[src/rtl/irq_router_pkg.sv]
package irq_router_pkg;
  localparam int NSRC = 32;
  localparam int DW   = 32;
  localparam int NLVL = 15;

  localparam logic [DW-1:0] WR_MASK  = 32'hF05DFF80;
  localparam logic [DW-1:0] MASK_RST = 32'h0FA2007F;
  localparam int            MDIS_BIT = 31;

  localparam logic [2:0] OFF_PEND = 3'd0;
  localparam logic [2:0] OFF_MASK = 3'd1;
  localparam logic [2:0] OFF_EN   = 3'd2;
  localparam logic [2:0] OFF_DIS  = 3'd3;
  localparam logic [2:0] OFF_TGT  = 3'd4;

  function automatic logic [3:0] src_level(input logic [4:0] b);
    case (b)
      5'd0, 5'd7:                   return 4'd2;
      5'd1, 5'd8:                   return 4'd3;
      5'd2, 5'd9:                   return 4'd5;
      5'd3, 5'd10:                  return 4'd7;
      5'd4, 5'd11, 5'd21:           return 4'd9;
      5'd5, 5'd12, 5'd22:           return 4'd11;
      5'd6, 5'd13, 5'd17:           return 4'd13;
      5'd14, 5'd15:                 return 4'd12;
      5'd16:                        return 4'd6;
      5'd18:                        return 4'd4;
      5'd19:                        return 4'd10;
      5'd20:                        return 4'd8;
      5'd27, 5'd28, 5'd29, 5'd30:   return 4'd15;
      default:                      return 4'd0;
    endcase
  endfunction

  function automatic logic [DW-1:0] valid_sources();
    logic [DW-1:0] v;
    for (int j = 0; j < NSRC; j++) v[j] = (src_level(5'(j)) != 4'd0);
    return v;
  endfunction

  function automatic logic [DW-1:0] top_level_sources();
    logic [DW-1:0] v;
    for (int j = 0; j < NSRC; j++) v[j] = (src_level(5'(j)) == 4'd15);
    return v;
  endfunction

  function automatic logic [NLVL-1:0] fold_levels(input logic [DW-1:0] p);
    logic [NLVL-1:0] o;
    logic [3:0]      lv;
    o = '0;
    for (int j = 0; j < NSRC; j++) begin
      lv = src_level(5'(j));
      if (p[j] && lv != 4'd0) o[lv - 4'd1] = 1'b1;
    end
    return o;
  endfunction
endpackage

[src/rtl/irq_reg_file.sv]
module irq_reg_file
  import irq_router_pkg::*;
#(
  parameter int TGT_W  = 4,
  parameter int ADDR_W = 5
) (
  input  logic              clk,
  input  logic              rst_n,
  input  logic [DW-1:0]     src_i,
  input  logic              wr_i,
  input  logic [ADDR_W-1:0] addr_i,
  input  logic [DW-1:0]     wdata_i,
  output logic [DW-1:0]     rdata_o,
  output logic [DW-1:0]     pend_o,
  output logic [DW-1:0]     mask_o,
  output logic [TGT_W-1:0]  tgt_o
);
  localparam logic [DW-1:0] SRC_VALID = valid_sources();
  localparam int            WORD_W    = ADDR_W - 2;

  logic [DW-1:0]    pend_q, pend_d, mask_q, mask_d;
  logic [TGT_W-1:0] tgt_q, tgt_d;
  logic             mask_ce, tgt_ce;
  logic [WORD_W-1:0] word;

  assign word = addr_i[ADDR_W-1:2];

  always_comb begin
    pend_d  = src_i & SRC_VALID;
    mask_d  = mask_q;
    mask_ce = 1'b0;
    tgt_d   = tgt_q;
    tgt_ce  = 1'b0;
    if (wr_i) begin
      if (word == WORD_W'(OFF_EN)) begin
        mask_d  = mask_q & ~(wdata_i & WR_MASK);
        mask_ce = 1'b1;
      end
      if (word == WORD_W'(OFF_DIS)) begin
        mask_d  = mask_q | (wdata_i & WR_MASK);
        mask_ce = 1'b1;
      end
      if (word == WORD_W'(OFF_TGT)) begin
        tgt_d  = wdata_i[TGT_W-1:0];
        tgt_ce = 1'b1;
      end
    end
  end

  always_ff @(posedge clk or negedge rst_n) begin
    if (!rst_n) begin
      pend_q <= '0;
      mask_q <= MASK_RST;
      tgt_q  <= '0;
    end else begin
      pend_q <= pend_d;
      if (mask_ce) mask_q <= mask_d;
      if (tgt_ce)  tgt_q  <= tgt_d;
    end
  end

  always_comb begin
    rdata_o = '0;
    if (word == WORD_W'(OFF_PEND))      rdata_o = pend_q & ~(DW'(1) << MDIS_BIT);
    else if (word == WORD_W'(OFF_MASK)) rdata_o = mask_q & WR_MASK;
    else if (word == WORD_W'(OFF_TGT))  rdata_o = DW'(tgt_q);
  end

  assign pend_o = pend_q;
  assign mask_o = mask_q;
  assign tgt_o  = tgt_q;

  AST_MASK_FIXED_BITS: assert property (@(posedge clk) disable iff (!rst_n)
    $stable(mask_q & ~WR_MASK));
  AST_TGT_LOAD: assert property (@(posedge clk) disable iff (!rst_n)
    (wr_i && word == WORD_W'(OFF_TGT)) |=> (tgt_q == $past(wdata_i[TGT_W-1:0])));
  AST_OTHER_WR_IGNORED: assert property (@(posedge clk) disable iff (!rst_n)
    (wr_i && word != WORD_W'(OFF_EN) && word != WORD_W'(OFF_DIS) && word != WORD_W'(OFF_TGT))
    |=> ($stable(mask_q) && $stable(tgt_q)));
endmodule

[src/rtl/irq_level_map.sv]
module irq_level_map
  import irq_router_pkg::*;
(
  input  logic [DW-1:0]   pend_i,
  input  logic [DW-1:0]   mask_i,
  output logic [NLVL-1:0] dev_lvl_o,
  output logic [NLVL-1:0] raw_lvl_o,
  output logic            bcast_o,
  output logic            mdis_o
);
  localparam logic [DW-1:0] TOP_SRC = top_level_sources();

  logic [DW-1:0] live;

  always_comb begin
    live      = pend_i & ~mask_i;
    mdis_o    = mask_i[MDIS_BIT];
    dev_lvl_o = fold_levels(live);
    raw_lvl_o = fold_levels(pend_i);
    bcast_o   = |(pend_i & TOP_SRC);
  end
endmodule

[src/rtl/irq_cpu_port.sv]
module irq_cpu_port
  import irq_router_pkg::*;
#(
  parameter int IDX   = 0,
  parameter int TGT_W = 4
) (
  input  logic             clk,
  input  logic             rst_n,
  input  logic [TGT_W-1:0] tgt_i,
  input  logic [NLVL-1:0]  dev_lvl_i,
  input  logic [NLVL-1:0]  raw_lvl_i,
  input  logic             bcast_i,
  input  logic             mdis_i,
  output logic [NLVL-1:0]  lvl_o,
  output logic [NLVL-1:0]  routed_o
);
  localparam logic [TGT_W-1:0] MY_ID   = TGT_W'(IDX);
  localparam logic [NLVL-1:0]  TOP_BIT = NLVL'(1) << (NLVL - 1);

  logic [NLVL-1:0] lvl_q, lvl_d, routed_q, routed_d;
  logic            is_tgt;

  always_comb begin
    is_tgt   = (tgt_i == MY_ID);
    lvl_d    = '0;
    routed_d = is_tgt ? raw_lvl_i : '0;
    if (bcast_i) routed_d = routed_d | TOP_BIT;
    if (!mdis_i) begin
      if (is_tgt)  lvl_d = dev_lvl_i;
      if (bcast_i) lvl_d = lvl_d | TOP_BIT;
    end
  end

  always_ff @(posedge clk or negedge rst_n) begin
    if (!rst_n) begin
      lvl_q    <= '0;
      routed_q <= '0;
    end else begin
      lvl_q    <= lvl_d;
      routed_q <= routed_d;
    end
  end

  assign lvl_o    = lvl_q;
  assign routed_o = routed_q;

  AST_MDIS_QUIET: assert property (@(posedge clk) disable iff (!rst_n)
    mdis_i |=> (lvl_q == '0));
  AST_NONTGT_ROUTE: assert property (@(posedge clk) disable iff (!rst_n)
    (tgt_i != MY_ID) |=> ((routed_q & ~TOP_BIT) == '0));
  AST_BCAST_ALL: assert property (@(posedge clk) disable iff (!rst_n)
    (bcast_i && !mdis_i) |=> lvl_q[NLVL-1]);
endmodule

[src/rtl/irq_router.sv]
module irq_router
  import irq_router_pkg::*;
#(
  parameter int NCPU   = 4,
  parameter int TGT_W  = 4,
  parameter int ADDR_W = 5
) (
  input  logic                 clk,
  input  logic                 rst_n,
  input  logic [31:0]          src_lvl,
  input  logic                 bus_wr,
  input  logic [ADDR_W-1:0]    bus_addr,
  input  logic [31:0]          bus_wdata,
  output logic [31:0]          bus_rdata,
  output logic [NCPU*15-1:0]   lvl_out,
  output logic [NCPU*15-1:0]   routed_out
);
  logic [1:0]       rst_sync;
  logic             rst_core_n;
  logic [DW-1:0]    pend, mask;
  logic [TGT_W-1:0] tgt;
  logic [NLVL-1:0]  dev_lvl, raw_lvl;
  logic             bcast, mdis;

  always_ff @(posedge clk or negedge rst_n) begin
    if (!rst_n) rst_sync <= 2'b00;
    else        rst_sync <= {rst_sync[0], 1'b1};
  end
  assign rst_core_n = rst_sync[1];

  irq_reg_file #(.TGT_W(TGT_W), .ADDR_W(ADDR_W)) u_regs (
    .clk(clk), .rst_n(rst_core_n), .src_i(src_lvl), .wr_i(bus_wr),
    .addr_i(bus_addr), .wdata_i(bus_wdata), .rdata_o(bus_rdata),
    .pend_o(pend), .mask_o(mask), .tgt_o(tgt)
  );

  irq_level_map u_map (
    .pend_i(pend), .mask_i(mask), .dev_lvl_o(dev_lvl),
    .raw_lvl_o(raw_lvl), .bcast_o(bcast), .mdis_o(mdis)
  );

  for (genvar c = 0; c < NCPU; c++) begin : g_cpu
    irq_cpu_port #(.IDX(c), .TGT_W(TGT_W)) u_port (
      .clk(clk), .rst_n(rst_core_n), .tgt_i(tgt), .dev_lvl_i(dev_lvl),
      .raw_lvl_i(raw_lvl), .bcast_i(bcast), .mdis_i(mdis),
      .lvl_o(lvl_out[c*NLVL +: NLVL]), .routed_o(routed_out[c*NLVL +: NLVL])
    );
  end
endmodule

[config.mk]
export PLATFORM = sky130hd
export DESIGN_NAME = irq_router
export DESIGN_NICKNAME = d
export VERILOG_FILES = /design/src/rtl/irq_router_pkg.sv /design/src/rtl/irq_reg_file.sv /design/src/rtl/irq_level_map.sv /design/src/rtl/irq_cpu_port.sv /design/src/rtl/irq_router.sv
export SDC_FILE = /design/constraint.sdc
export NUM_CORES = 1
export LEC_CHECK = 0
export ABC_AREA = 1
export BUFFER_PORTS_ARGS = -buffer_cell sky130_fd_sc_hd__buf_2
export CORE_MARGIN = 2
export CORE_UTILIZATION = 45
export CTS_BUF_LIST = sky130_fd_sc_hd__clkbuf_4 sky130_fd_sc_hd__clkbuf_8
export CTS_CLUSTER_DIAMETER = 80
export DETAILED_ROUTE_END_ITERATION = 10
export GPL_ROUTABILITY_DRIVEN = 0
export PLACE_DENSITY = 0.75
export RECOVER_POWER = 100
export SKIP_CTS_REPAIR_TIMING = 1
export SLEW_MARGIN = 20
export SYNTH_ARGS = -nofsm -noshare
export SYNTH_HDL_FRONTEND = slang
export SYNTH_SLANG_ARGS = --single-unit
[constraint.sdc]
create_clock -name clk -period 5.4 [get_ports clk]
set_clock_uncertainty 0.05 [all_clocks]
set_input_delay 0.27 -clock clk [delete_from_list [all_inputs] [get_ports clk]]
set_output_delay 0.27 -clock clk [all_outputs]
set_load 0.01 [all_outputs]
# Yosys cells after proc, flatten, opt, wreduce, memory -nomap -nowiden
# Index checks and enable logic that the tools add are counted.
# W data, S select, Z words.
[totals] romBits=0 output_inout_bits=152 in_bits=72 memories=0 ramBits=0 word_cells=133 latchBits=0 regBits=185
[classes] shifts=0 n_addsub=0 n_lt_le_gt_ge=0 mul=0 n_eq_ne=9 div=0 bitwise_logic=5 n_reduce_logical=5 muxes=102
[ops] op="$mux W15" n=36
[ops] op="$mux W32" n=9
[ops] op="$mux W13" n=6
[ops] op="$mux W11" n=6
[ops] op="$mux W9" n=6
[ops] op="$mux W12" n=4
[ops] op="$and A32 B32 Y32" n=1
[ops] op="$not A32 Y32" n=1
[ops] op="$or A32 B32 Y32" n=1
[ops] op="$and A31 B31 Y31" n=1
[ops] op="$not A31 Y31" n=1
[ops] op="$mux W7" n=4
[ops] op="$mux W10" n=2
[ops] op="$mux W4" n=5
[ops] op="$mux W5" n=4
[ops] op="$mux W8" n=2
[ops] op="$mux W3" n=4
[ops] op="$mux W6" n=2
[ops] op="$eq A4 B2 Y1 const B" n=2
[ops] op="$mux W1" n=8
[ops] op="$mux W2" n=4
[ops] op="$eq A3 B2 Y1 const B" n=2
[ops] op="$reduce_and A3 Y1" n=2
[ops] op="$eq A4 B1 Y1 const B" n=1
[ops] op="7 further kinds" n=7

# Logic depth before layout (Yosys ltp)
# Gate-level depths: netlist of run 1.
[logic_depth] depth_word=34 depth_mapped=6 depth_no_buf=5

# Modules after synthesis
# A second synthesis of run 1 with hierarchy kept.
[hier_totals] cells_unflattened=740 area_unflattened_um2=6902.9
[by_module_without_submodules] module="irq_reg_file" area_per_inst_um2=2278.4 cells_per_inst=260 seq_area_each_um2=1226.2 n_inst=1
[by_module_without_submodules] module="irq_cpu_port (g_cpu[1].u_port ...)" area_per_inst_um2=1049.8 cells_per_inst=99 seq_area_each_um2=750.7 n_inst=2
[by_module_without_submodules] module="irq_cpu_port (g_cpu[0].u_port)" area_per_inst_um2=1046.0 cells_per_inst=98 seq_area_each_um2=750.7 n_inst=1
[by_module_without_submodules] module="irq_cpu_port (g_cpu[3].u_port)" area_per_inst_um2=1044.8 cells_per_inst=99 seq_area_each_um2=750.7 n_inst=1
[by_module_without_submodules] module="irq_level_map" area_per_inst_um2=380.4 cells_per_inst=82 seq_area_each_um2=0.0 n_inst=1
[by_module_without_submodules] module="irq_router" area_per_inst_um2=53.8 cells_per_inst=3 seq_area_each_um2=50.0 n_inst=1

# Least setup slack after synthesis of run 1
# No wires, ideal clock.
[synth_path] path_kind="input port to output port" start="input bus_addr[4]" end="output bus_rdata[13]" arrival_time_ns=1.065 required_ns=5.080 path_slack_ns=4.015 stages=5 path_buffers=2 cell_sequence="buf_4 inv_2 nand3_1 clkbuf_1 o21ai_1"
[synth_via] elab_chain_len=4 word_cells_on_any_way=5 classes_between="eq/ne: 1; mux: 3; reduce/logical: 1"
[synth_rtl] element="start, declared" line="irq_router.sv:12" text="input logic [ADDR_W-1:0] bus_addr,"
[synth_rtl] element="$eq A3 B1 Y1" line="irq_reg_file.sv:65" text="else if (word == WORD_W'(OFF_MASK)) rdata_o = mask_q & WR_MASK;"
[synth_rtl] element="$mux W32" line="irq_reg_file.sv:65"
[synth_rtl] element="$mux W32" line="irq_reg_file.sv:64" text="if (word == WORD_W'(OFF_PEND)) rdata_o = pend_q & ~(DW'(1) << MDIS_BIT);"
[synth_rtl] element="$mux W32 (*)" line="irq_reg_file.sv:64"
[synth_rtl] element="end, declared" line="irq_router.sv:14" text="output logic [31:0] bus_rdata,"
# Mark *: on every way between the ends. The rest lies on a longest branch, timed or not. The select of a mux whose other input is x is not followed.

# Worst setup path in the final report of run 1
[layout_path] start="input bus_addr[3]" end="output bus_rdata[30]"
# The elaborated chain is that of the path after synthesis.

==> flow_metrics.env, run 1 <==
export IMPL_status="complete, but fails checks"
export IMPL_violations="capacitance limit, slew limit"
export IMPL_finalHoldViolCount=0
export IMPL_cp_cell_sequence="clkbuf_1, nor2_1, nand2_1, o21ai_0, buf_2"
export IMPL_tightest_slew_ns=1.866
export IMPL_final_max_slew_violation_count=96
export IMPL_dieHeight_um=114.8
export IMPL_synth_top_cell_by_area="dfrtp_1"
export IMPL_hp_class="in2reg"
export IMPL_vdd_drop_max_uv=156.0
export IMPL_startpoint="bus_addr[3]"
export IMPL_clock_fmax_ghz=0.2719
export IMPL_clk_pin_slew_ns=0.08
export IMPL_antenna_cells=0
export IMPL_fin_crit_sh_pct=68.10
export IMPL_critPathMaxStageDelay_ns=1.54
export IMPL_power_leakage_nw=3.470
export IMPL_htree_levels=4
export IMPL_r2r_end="g_cpu[3].u_port.routed_o[9]$_DFF_PN0_"
export IMPL_r2r_cells=1
export IMPL_synth_main_ff_cell="dfrtp_1"
export IMPL_start_util_pct=45.97
export IMPL_post_route_min_period_ns=3.677
export IMPL_grt_pass1_wl_mm=20.22
export IMPL_crit_end="bus_rdata[30]"
export IMPL_arrival_ns=3.36
export IMPL_grt_max_degree=67
export IMPL_cts_max_path_buffers=2
export IMPL_power_density_nw_per_um2=357.4
export IMPL_core_um2=12010
export IMPL_final_setup_viol_count=0
export IMPL_wirelength_mm=13.89
export IMPL_slew_headroom_pct=-24.85
export IMPL_cp_required_ns=5.08
export IMPL_ys_seq_area_share_pct=70.25
export IMPL_grt_usage_pct=20.75
export IMPL_drt_iter0_markers=413
export IMPL_gr_total_overflow=0
export IMPL_yosysMostFrequentCell="dfrtp_1"
export IMPL_io_buffers=186
export IMPL_synth_async_reset_ratio_pct=100.0
export IMPL_io_pins=224
export IMPL_vias=4261
export IMPL_dp_cells=821
export IMPL_synth_common_cells="155 x dfrtp_1, 110 x nor2_1, 57 x nand2_1, 55 x nand3_1, 29 x inv_1"
export IMPL_ant_nets=0
export IMPL_cts_root_buf="clkbuf_8"
export IMPL_ys_warn_count=0
export IMPL_syn_to_final_growth_pct=25.36
export IMPL_crit_fanout=28
export IMPL_critical_path_slowest_cell="nor2_1"
export IMPL_stdcell_count=882
export IMPL_syn_cell_area_um2=5522
export IMPL_critPathLaunchType="primary input"
export IMPL_synth_area_leaders="dfrtp_1 70%, nor2_1 7.5%, nand3_1 5.0%, nand2_1 3.9%, buf_4 2.9%"
export IMPL_clock_sinks=155
export IMPL_die_w_um=114.8
export IMPL_synth_edf_count=0
export IMPL_dp_hpwl_mm=9.321
export IMPL_antenna_found_initial=0
export IMPL_drt_wirelength_per_cell_um=15.74
export IMPL_cts_buffers=17
export IMPL_cap_viol_max_count=2
export IMPL_fill_cells=1078
export IMPL_synth_cell_types=18
export IMPL_clock_latency_ns=0.44
export IMPL_grt_pass1_vias=3782
export IMPL_ys_seq_elements=155
export IMPL_seqCellArea_um2=3879
export IMPL_syn_inst=512
export IMPL_crit_path_end_kind="output port"
export IMPL_multiInputGateArea_um2=1294
export IMPL_drive_above_1_share_pct=13.20
export IMPL_path_class="in2out"
export IMPL_tns_ns=0
export IMPL_std_cell_rows=40
export IMPL_drcViolationCount=0
export IMPL_cts_tree="yes"
export IMPL_fin_nets=795
export IMPL_rrSetupSlack_ns=2.72
export IMPL_synth_area_per_cell_um2=10.78
export IMPL_synth_top_area_share_pct=70.25
export IMPL_r2r_start="rst_sync[1]$_DFF_PN0_"
export IMPL_vias_per_cell=4.831
export IMPL_rsz0062_at_grt="no"
export IMPL_first_pass_iters=4
export IMPL_die_area_um2=13170
## kinds of logic after synthesis
group / count (synthesis) / synth area share [%]
AO/OA/AOI/OAI: 23 / 2.175
buffers and inverters: 77 / 6.979
flip-flops: 155 / 70.25
other: 2 / 0.1360
AND/OR/NAND/NOR: 255 / 20.46
## worst min path at each step
stage,start,endpoint,slack [ns],cells after the start
after floorplan,rst_n,rst_sync[0]$_DFF_PN0_,-0.08,0
after global placement,rst_n,rst_sync[0]$_DFF_PN0_,0.006,1
after detailed placement,rst_n,rst_sync[0]$_DFF_PN0_,0.006,1
after CTS,rst_n,rst_sync[1]$_DFF_PN0_,-0.49,1
after global routing,bus_wdata[9],register,0.003,3
final,bus_wdata[9],register,0.02,3
## per-stage QoR
| stage | total power (W) | utilization, % | setup slack (ns) | hold slack, ns | cell area [µm²] |
|---|---|---|---|---|---|
| 2_1_floorplan | 0.001563 | - | 0.7114 | -0.07559 | 5593 |
| 3_3_place_gp | 0.001709 | 53.79 | 2.740 | 0.006118 | 6461 |
| 3_5_place_dp | 0.001720 | 53.79 | 2.716 | 0.006437 | 6461 |
| 4_1_cts | 0.002498 | 56.74 | 2.721 | -0.4888 | 6815 |
| 5_1_grt | 0.002597 | 57.63 | 1.488 | 0.003325 | 6922 |
| 6_report | 0.002474 | 57.63 | 1.723 | 0.01781 | 6922 |
## cells in the final DEF, fill, tap and decap left out, drive strengths merged
master         n
clkinvlp       4
bufinv         1
inv           31
dfrtp        155
o21ai         19
nor2         112
conb          21
nor3           3
nand3         59
buf           64
nand4         24
nand2         57
a31oi          4
clkinv         7
dlygate4sd3   30
clkbuf       144
## power breakdown
part           leakage (nW)  switching [W]  internal [W]
logic                  1.28       0.000255      0.000109
clock network         0.175       0.000409      0.000374
registers              2.01      0.0000568       0.00127
total                  3.47       0.000720       0.00175
## per-layer routing
| layer | GRT usage (%) | part of all wire, % | vias up |
|---|---|---|---|
| met3 | 7.591 | 7.8 | 20 |
| met2 | 32.50 | 47 | 200 |
| li1 | - | - | 2013 |
| met1 | 26.69 | 43 | 2026 |
| met5 | 0 | 0.036 | - |
| met4 | 7.871 | 1.7 | 2 |
## worst max-delay path, delay by kind of cell
| family | cells | cell delay [ns] |
|---|---|---|
| buffers and inverters | 2 | 0.56 |
| and+or+nand+nor | 2 | 2.18 |
| AOI/OAI and AO/OA | 1 | 0.34 |
## layout make-up
class                      instances  area share, %
clock buffer                      20          3.706
clock inverter                    11          1.410
inverter                          32          1.735
multi-input combinational        299          18.69
sequential                       155          56.04
tap                              147          2.657
timing repair buffer             218          15.76
(Power assumes the default switching activity.)
==> run 2, diff against run 1 <==
==> constraint.sdc (replaced) <==
create_clock -name clk -period 3.67 [get_ports clk]
set_clock_uncertainty 0.05 [all_clocks]
set_input_delay 0.1835 -clock clk [delete_from_list [all_inputs] [get_ports clk]]
set_output_delay 0.1835 -clock clk [all_outputs]
set_load 0.01 [all_outputs]
==> run 2 against run 1 <==
Compared with the run above:
- the flow now finishes without violations
- global-route usage increased by 1.2 points
- sequential power rose by 47%
- non-clock buffer count up 22
- cell count is 2.6% higher
- sequential cell count unchanged
- first-iteration DRC count down 13%
- critical endpoint unchanged
- largest power group unchanged
==> flow_metrics.env, run 2 (synthesis gave the netlist of run 1 again) <==
export IMPL_status="completed"
export IMPL_grt_pass1_wl_mm=21.38
export IMPL_io_pins=224
export IMPL_core_um2=12010
export IMPL_clock_latency_ns=0.44
export IMPL_critPathLaunchType="primary input"
export IMPL_cts_buffers=17
export IMPL_gr_total_overflow=0
export IMPL_wl_met1_mm=6.128
export IMPL_fin_crit_sh_pct=73.78
export IMPL_drt_wirelength_per_cell_um=16.04
export IMPL_cp_required_ns=3.44
export IMPL_path_class="in2out"
export IMPL_htree_levels=4
export IMPL_dieHeight_um=114.8
export IMPL_final_max_slew_violation_count=0
export IMPL_grt_max_degree=88
export IMPL_die_area_um2=13170
export IMPL_fin_hold_ws_ns=0.04138
export IMPL_vias_per_cell=4.883
export IMPL_start_util_pct=45.97
export IMPL_cts_root_buf="clkbuf_8"
export IMPL_power_density_nw_per_um2=519.3
export IMPL_first_pass_iters=5
export IMPL_ant_nets=0
export IMPL_grt_usage_pct=21.90
export IMPL_io_buffers=186
export IMPL_fill_cells=1065
export IMPL_r2r_cells=3
export IMPL_grt_pass1_vias=4038
export IMPL_clk_pin_slew_ns=0.08
export IMPL_final_cell_mix="154 x dfrtp_1, 122 x clkbuf_1, 112 x nor2_1"
export IMPL_crit_path_end_kind="output port"
export IMPL_wirelength_mm=14.51
export IMPL_top_layer="met5"
export IMPL_drt_iter0_markers=359
export IMPL_dp_cells=822
export IMPL_post_route_min_period_ns=2.708
export IMPL_std_cell_rows=40
export IMPL_route_met2_wl_mm=7.098
export IMPL_placed_cell_area_um2=6481
export IMPL_drcViolationCount=0
export IMPL_power_leakage_nw=3.584
export IMPL_crit_fanout=21
export IMPL_tns_ns=0
export IMPL_finalHoldViolCount=0
export IMPL_clock_sinks=155
export IMPL_syn_to_final_growth_pct=30.25
export IMPL_layout_commonest_cell="dfrtp_1"
export IMPL_cts_tree="yes"
export IMPL_fin_nets=817
export IMPL_vdd_drop_max_uv=264.5
export IMPL_cts_max_path_buffers=2
export IMPL_vias=4419
export IMPL_dp_hpwl_mm=9.718
export IMPL_arrival_ns=2.47
export IMPL_final_setup_viol_count=0
export IMPL_cap_viol_max_count=0
export IMPL_whs_path_depth=3
export IMPL_stdcell_count=905
export IMPL_die_w_um=114.8
export IMPL_fin_area_um2=7192
export IMPL_antenna_found_initial=0
export IMPL_hp_class="in2reg"
export IMPL_clock_fmax_ghz=0.3693
export IMPL_antenna_cells=0
export IMPL_slew_headroom_pct=18.31
export IMPL_wl_met3_mm=1.061
export IMPL_tightest_slew_ns=1.221
export IMPL_drive_above_1_share_pct=13.32
export IMPL_rsz0062_at_grt="no"
run 2: changes by cell type in the layout (fill, tap and decap cells not counted), sizes merged:
cell / change
clkbuf: -1
clkinvlp: -2
inv: +2
buf: +3
dlygate4sd3: +21
run 2: final cells by class:
class | instances | area, µm² | share of cell area [%]
flip-flops and latches | 155 | 3882 | 53.98
repair buffers | 240 | 1324 | 18.41
multi-input cells | 299 | 1294 | 17.99
clock buffers | 21 | 276.5 | 3.845
well taps | 147 | 183.9 | 2.557
inverters | 32 | 120.1 | 1.670
clock inverters | 11 | 111.4 | 1.548
run 2: critical path: stages:
cell and delay [ns]:
clkbuf_1 0.39, nor2_1 0.88, buf_4 0.36, nand2_1 0.27, o21ai_1 0.22, buf_2 0.16
run 2: metrics by stage:
stage | power (W) | worst slack [ns] | util [%]
2_1_floorplan | 0.002300 | 1.052 | -
3_3_place_gp | 0.002517 | 1.703 | 53.96
3_5_place_dp | 0.002538 | 1.693 | 53.96
4_1_cts | 0.003752 | 1.686 | 57.19
5_1_grt | 0.003912 | 0.7866 | 59.88
6_report | 0.003735 | 0.9622 | 59.88
run 2: metal layers:
layer	vias to the layer above	track usage (%)
li1	2064	-
met1	2110	27.84
met2	226	36.02
met3	17	6.326
met4	2	8.112
met5	-	0
run 2: power by group:
part | total, W | switching [W] | internal [W]
combinational | 0.000552 | 0.000373 | 0.000178
sequential | 0.00196 | 0.0000956 | 0.00187
clock | 0.00122 | 0.000623 | 0.000596
run 2: worst paths after layout:
kind                                             startpoint                                 end  slack [ns]
worst max-delay path                            bus_addr[3]                       bus_rdata[30]        0.96
worst min-delay path                            bus_addr[4]         u_regs.tgt_o[2]$_DFFE_PN0P_        0.04
worst max register to register  u_regs.tgt_o[3]$_DFFE_PN0P_  g_cpu[3].u_port.lvl_o[8]$_DFF_PN0_        1.57
worst min register to register        rst_sync[0]$_DFF_PN0_               rst_sync[1]$_DFF_PN0_        0.33
max in group asynchronous             rst_sync[1]$_DFF_PN0_  g_cpu[3].u_port.lvl_o[5]$_DFF_PN0_        2.24
min in group asynchronous             rst_sync[1]$_DFF_PN0_                           async pin        0.40
